## src/rtl/exc_pkg.sv

```systemverilog
package exc_pkg;

    typedef enum logic {
        CAUSE_UNDEF = 1'b0,
        CAUSE_OVF   = 1'b1
    } cause_e;

    typedef enum logic {
        ST_RUN    = 1'b0,
        ST_SETTLE = 1'b1
    } exc_state_e;

endpackage

```

## src/rtl/exc_arbiter.sv

```systemverilog
module exc_arbiter
    import exc_pkg::*;
#(
    parameter int XLEN = 32
) (
    input  logic            accept,
    input  logic            id_undef,
    input  logic [XLEN-1:0] id_pc,
    input  logic            ex_ovf,
    input  logic [XLEN-1:0] ex_pc,
    output logic            hit,
    output cause_e          cause,
    output logic [XLEN-1:0] src_pc,
    output logic            kill_if,
    output logic            kill_id,
    output logic            kill_ex
);

    logic take_ovf;
    logic take_undef;

    // the older stage (execute) has priority over decode
    assign take_ovf   = accept & ex_ovf;
    assign take_undef = accept & id_undef & ~ex_ovf;

    always_comb begin
        hit     = take_ovf | take_undef;
        cause   = take_ovf ? CAUSE_OVF : CAUSE_UNDEF;
        src_pc  = take_ovf ? ex_pc : id_pc;
        kill_if = take_ovf | take_undef;
        kill_id = take_ovf | take_undef;
        kill_ex = take_ovf;
    end

endmodule

```

## src/rtl/exc_vector.sv

```systemverilog
module exc_vector
    import exc_pkg::*;
#(
    parameter int              XLEN        = 32,
    parameter logic [XLEN-1:0] FIXED_ENTRY = 32'h8000_0180,
    parameter logic [XLEN-1:0] VEC_BASE    = 32'hC000_0000,
    parameter logic [XLEN-1:0] VEC_STRIDE  = 32'h0000_0020
) (
    input  logic            vec_mode,
    input  cause_e          cause,
    output logic [XLEN-1:0] target
);

    logic [XLEN-1:0] vec_addr;

    assign vec_addr = VEC_BASE + (cause == CAUSE_OVF ? VEC_STRIDE : '0);
    assign target   = vec_mode ? vec_addr : FIXED_ENTRY;

endmodule

```

## src/rtl/exc_regs.sv

```systemverilog
module exc_regs
    import exc_pkg::*;
#(
    parameter int XLEN = 32
) (
    input  logic            clk,
    input  logic            rst_n,
    input  logic            capture,
    input  cause_e          cause_in,
    input  logic [XLEN-1:0] pc_in,
    input  logic            rd_sel,
    output logic [XLEN-1:0] epc_q,
    output cause_e          cause_q,
    output logic [XLEN-1:0] rd_data
);

    always_ff @(posedge clk or negedge rst_n) begin
        if (!rst_n) begin
            epc_q   <= '0;
            cause_q <= CAUSE_UNDEF;
        end else if (capture) begin
            epc_q   <= pc_in;
            cause_q <= cause_in;
        end
    end

    always_comb begin
        rd_data = '0;
        if (rd_sel) rd_data[0] = cause_q;
        else        rd_data    = epc_q;
    end

endmodule

```

## src/rtl/exc_ctrl.sv

```systemverilog
module exc_ctrl
    import exc_pkg::*;
#(
    parameter int              XLEN        = 32,
    parameter logic [XLEN-1:0] FIXED_ENTRY = 32'h8000_0180,
    parameter logic [XLEN-1:0] VEC_BASE    = 32'hC000_0000,
    parameter logic [XLEN-1:0] VEC_STRIDE  = 32'h0000_0020,
    parameter int              SETTLE_LEN  = 2
) (
    input  logic            clk,
    input  logic            rst_n,
    input  logic            vec_mode,
    input  logic            id_undef,
    input  logic [XLEN-1:0] id_pc,
    input  logic            ex_ovf,
    input  logic [XLEN-1:0] ex_pc,
    input  logic            ex_wen_i,
    output logic            ex_wen_o,
    output logic            flush_ifid,
    output logic            flush_idex,
    output logic            flush_exmem,
    output logic            pc_load,
    output logic [XLEN-1:0] pc_target,
    input  logic            rd_sel,
    output logic [XLEN-1:0] rd_data
);

    localparam int CW = (SETTLE_LEN < 2) ? 1 : $clog2(SETTLE_LEN + 1);

    exc_state_e      state_q, state_d;
    logic [CW-1:0]   cnt_q, cnt_d;
    logic            accept;
    logic            hit;
    cause_e          sel_cause;
    logic [XLEN-1:0] sel_pc;
    logic            kill_if, kill_id, kill_ex;
    logic [XLEN-1:0] epc_q;
    cause_e          cause_q;

    exc_arbiter #(.XLEN(XLEN)) u_arb (
        .accept  (accept),
        .id_undef(id_undef),
        .id_pc   (id_pc),
        .ex_ovf  (ex_ovf),
        .ex_pc   (ex_pc),
        .hit     (hit),
        .cause   (sel_cause),
        .src_pc  (sel_pc),
        .kill_if (kill_if),
        .kill_id (kill_id),
        .kill_ex (kill_ex)
    );

    exc_vector #(
        .XLEN       (XLEN),
        .FIXED_ENTRY(FIXED_ENTRY),
        .VEC_BASE   (VEC_BASE),
        .VEC_STRIDE (VEC_STRIDE)
    ) u_vec (
        .vec_mode(vec_mode),
        .cause   (sel_cause),
        .target  (pc_target)
    );

    exc_regs #(.XLEN(XLEN)) u_regs (
        .clk     (clk),
        .rst_n   (rst_n),
        .capture (hit),
        .cause_in(sel_cause),
        .pc_in   (sel_pc),
        .rd_sel  (rd_sel),
        .epc_q   (epc_q),
        .cause_q (cause_q),
        .rd_data (rd_data)
    );

    // state register
    always_ff @(posedge clk or negedge rst_n) begin
        if (!rst_n) begin
            state_q <= ST_RUN;
            cnt_q   <= '0;
        end else begin
            state_q <= state_d;
            cnt_q   <= cnt_d;
        end
    end

    // next state
    always_comb begin
        state_d = state_q;
        cnt_d   = cnt_q;
        unique case (state_q)
            ST_RUN: begin
                if (hit) begin
                    state_d = ST_SETTLE;
                    cnt_d   = CW'(SETTLE_LEN);
                end
            end
            ST_SETTLE: begin
                if (cnt_q <= CW'(1)) begin
                    state_d = ST_RUN;
                    cnt_d   = '0;
                end else begin
                    cnt_d = cnt_q - CW'(1);
                end
            end
            default: begin
                state_d = ST_RUN;
                cnt_d   = '0;
            end
        endcase
    end

    // outputs
    always_comb begin
        accept      = 1'b0;
        unique case (state_q)
            ST_RUN:    accept = 1'b1;
            ST_SETTLE: accept = 1'b0;
            default:   accept = 1'b0;
        endcase
        pc_load     = hit;
        flush_ifid  = kill_if;
        flush_idex  = kill_id;
        flush_exmem = kill_ex;
        ex_wen_o    = ex_wen_i & ~kill_ex;
    end

endmodule

```

## config.mk

```make
export PLATFORM = sky130hd
export DESIGN_NAME = exc_ctrl
export DESIGN_NICKNAME = d
export VERILOG_FILES = /design/src/rtl/exc_pkg.sv /design/src/rtl/exc_arbiter.sv /design/src/rtl/exc_vector.sv /design/src/rtl/exc_regs.sv /design/src/rtl/exc_ctrl.sv
export SDC_FILE = /design/constraint.sdc
export NUM_CORES = 1
export LEC_CHECK = 0
export BUFFER_PORTS_ARGS = -buffer_cell sky130_fd_sc_hd__buf_2
export CAP_MARGIN = 20
export CELL_PAD_IN_SITES_DETAIL_PLACEMENT = 0
export CELL_PAD_IN_SITES_GLOBAL_PLACEMENT = 1
export CORE_UTILIZATION = 27
export CTS_BUF_LIST = sky130_fd_sc_hd__clkbuf_4
export CTS_CLUSTER_SIZE = 28
export DETAILED_ROUTE_END_ITERATION = 7
export PLACE_DENSITY_LB_ADDON = 0.1
export RECOVER_POWER = 100
export SLEW_MARGIN = 20
export SYNTH_ARGS = -nofsm -noshare
export SYNTH_HDL_FRONTEND = slang
export SYNTH_SLANG_ARGS = --single-unit
```

## constraint.sdc

```tcl
create_clock -name clk -period 1.2 [get_ports clk]
set_input_delay 0.12 -clock clk [delete_from_list [all_inputs] [get_ports clk]]
set_output_delay 0.12 -clock clk [all_outputs]
set_load 0.03 [all_outputs]
```

==> flow_summary_export.csv <==
group,metric,value,unit
outcome,status,"finished with violations",
outcome,violations,"negative setup slack",
detailed_routing,post_drt_via_cell_ratio,4.45,
worst_setup_path,cp_max_fo,4,
worst_setup_path,rrSetupSlack,-0.10,ns
power,ir_drop,0.000724,V
detailed_routing,drc,0,
synthesis,synth_flop_cell,"dfrtp_1",
worst_hold_path,holdCritPathClass,"primary input to flip-flop",
synthesis,syn_area,0.00209,sq mm
worst_setup_path,crit_path_start_kind,"flip-flop",
synthesis,avgSynthCellArea,8.88,sq um
timing,setup-tns-final,-2.97,ns
synthesis,synth-xor-area-share,0,%
synthesis,synth_most_common_cell,"nor2_1",
grt,grtUsageTotal,15.0,%
detailed_routing,wl_per_cell,13.5,microns
clock_tree,cts_made_buffers,5,
synthesis,yosysWarnings,0,
detailed_routing,routed_wl,6440,microns
grt,antenna_found_initial,0,
timing,worstMarginPinSlew,0.643,ns
grt,grt_max_degree,37,
synthesis,synthCells,236,
timing,finalHoldViolCount,0,
finish,drive_gt1_share,56.0,%
timing,period_needed,1.31,ns
worst_setup_path,critPathArrivalTime,1.19,ns
synthesis,synth_seq_cells,36,
place,placed_area,0.00273,sq mm
synthesis,synth_area_leaders,"dfrtp_1 43%, buf_4 13%, nor2b_1 9.3%, o32ai_1 8.4%, nor2_1 7.5%",
clock_tree,ctsRootBufferMaster,"clkbuf_4",
detailed_routing,first_iter_violations,25,
timing,timing.fmax,0.766,GHz
timing,finClkSkew,0.00484,ns
synthesis,synth_common_cells,"42 x nor2_1, 36 x buf_4, 36 x dfrtp_1, 31 x nor2b_1, 24 x o22ai_1",
synthesis,ys_types,22,
synthesis,synth_top_family_by_area,"compound AO/OA/AOI/OAI gates",
die,fp.dieH,90.1,microns
detailed_routing,ant_nets,0,
place,numPortBuffers,111,
synthesis,synth_fa_ha_area_share,0,%
grt,grt_first_pass_wirelength,9800,microns
worst_setup_path,required,1.08,ns
clock_tree,clock_latency,0.33,ns
die,floorplan.rows,31,
power,p_leak,1.65,nW
timing,setup_ws,-0.105,ns
finish,fillCellCount,758,
place,place_congestion,0.752,
finish,design_area,0.00354,sq mm
finish,finish.utilization,48.0,%
synthesis,synth_edf_count,0,
clock_tree,clock_sinks,36,
power,finalPower,7.85,mW
clock_tree,cts_tree,"built",
synthesis,synth_compound_area_share,19.4,%
die,start_util,28.4,%
clock_tree,cts_buffer_depth,2,
timing,holdWs,0.0301,ns
die,die_w,90.1,microns
place,dp_hpwl,4280,microns
grt,gr-total-overflow,0,
timing,finalCritPeriodShare,109,%
synthesis,synthMuxAreaShare,1.08,%
synthesis,synthArstFlopShare,100,%
finish,antennaDiodeCount,0,
job,maxCapViolCount,0,
timing,rsz0062_at_grt,"true",
die,core,0.00737,sq mm
worst_setup_path,worst_setup_path_end_kind,"primary output",
timing,setup_viol,39,
worst_setup_path,worstSetupPathType,"flip-flop to primary output",
synthesis,synth_top_area_cell,"dfrtp_1",
detailed_routing,dr.pass1.iters,4,
synthesis,synth_top_cell_area_share,43.0,%
power,power_density,2220,mW/mm^2
synthesis,synth-simple-area-share,19.4,%
grt,grt_pass1_vias,2020,
timing,slew_viol_final,0,
finish,nets,447,
detailed_routing,via_count,2117,
die,ios,140,
clock_tree,htree_levels,2,
clock_tree,cts.clk_slew.worst_paths,0.11,ns
synthesis,ys_seq_area_share,43.0,%
finish,area_growth_syn_to_layout,68.9,%
timing,relSlewSlack,57.1,%
die,die-area,0.00811,sq mm
-- per-stage QoR --
step | worst slack (ns) | cells
4_1_cts | -0.133 | 457
2_1_floorplan | -0.0387 | 262
5_1_grt | -0.178 | 476
6_report | -0.105 | 476
3_3_place_gp | -0.00903 | 441
3_5_place_dp | -0.0670 | 441
-- sequential cells by signal, indices dropped and copies added (netlist names) --
| register | cells |
|---|---|
| u_regs.epc_q | 32 |
| cnt_q | 2 |
| state_q | 1 |
| u_regs.cause_q | 1 |
-- layout by cell type, fill, tap and decap left out, drive strengths merged --
master         n
dfrtp         36
o32ai         20
o21ba          1
nand2          4
a21oi         13
inv            5
mux2           2
nor2b         31
o22ai         24
o21ai          1
and2           1
nor2          42
clkinv         1
dlygate4sd3    1
buf          149
clkbuf        13
nand2b         2
nand3b         1
or2            2
conb          28
-- worst max-delay path, cell delays in order (launching register included) --
cell	delay, ns
dfrtp_1	0.42
nand2b_4	0.17
and2_4	0.14
buf_6	0.13
-- layer usage --
layer | track usage, % | vias up | share of wire [%]
met5 | 0 | - | 0
met4 | 4.03 | 0 | 0.96
met3 | 3.21 | 5 | 4.7
met2 | 26.1 | 80 | 51
met1 | 18.7 | 992 | 44
li1 | - | 1040 | -
-- worst paths after layout --
kind	startpoint	to	cells after the start
min	ex_pc[4]	u_regs.epc_q[4]$_DFFE_PN0P_	3
max in group asynchronous	rst_n	u_regs.epc_q[22]$_DFFE_PN0P_	3
max	state_q$_DFF_PN0_	ex_wen_o	3
min reg2reg	u_regs.cause_q$_DFFE_PN0P_	u_regs.cause_q$_DFFE_PN0P_	2
min in group asynchronous	rst_n	u_regs.epc_q[30]$_DFFE_PN0P_	3
max reg2reg	state_q$_DFF_PN0_	u_regs.epc_q[18]$_DFFE_PN0P_	6
-- layout make-up --
cell class / instances / area (sq um) / area share (%)
multi-input cells: 172 / 1300 / 36.6
repair buffers: 156 / 1140 / 32.3
flip-flops and latches: 36 / 901 / 25.5
well taps: 99 / 124 / 3.50
clock buffers: 7 / 52.6 / 1.49
inverters: 5 / 18.8 / 0.531
clock inverters: 1 / 3.75 / 0.106
-- cells by family after synthesis --
kind of cell | Yosys count
flops | 36
other cells | 2
compound gates | 59
buf+inv | 54
simple gates | 83
mux | 2
-- where the power goes --
| part | internal, mW | leakage [nW] | switching, mW |
|---|---|---|---|
| sequential | 1.81 | 0.401 | 0.324 |
| clock | 0.271 | 0.0338 | 0.406 |
| combinational | 2.56 | 1.22 | 2.48 |
-- repair_timing --
item                                   CTS  global route
setup endpoints to repair               42            66
hold buffers                             1             0
gates cloned                             0             1
pin swaps                                4             3
endpoints found under the hold margin   36             0
gates resized for setup                 65            79
setup buffers                            7            18
No activity file was read; power rests on OpenSTA's default activity.
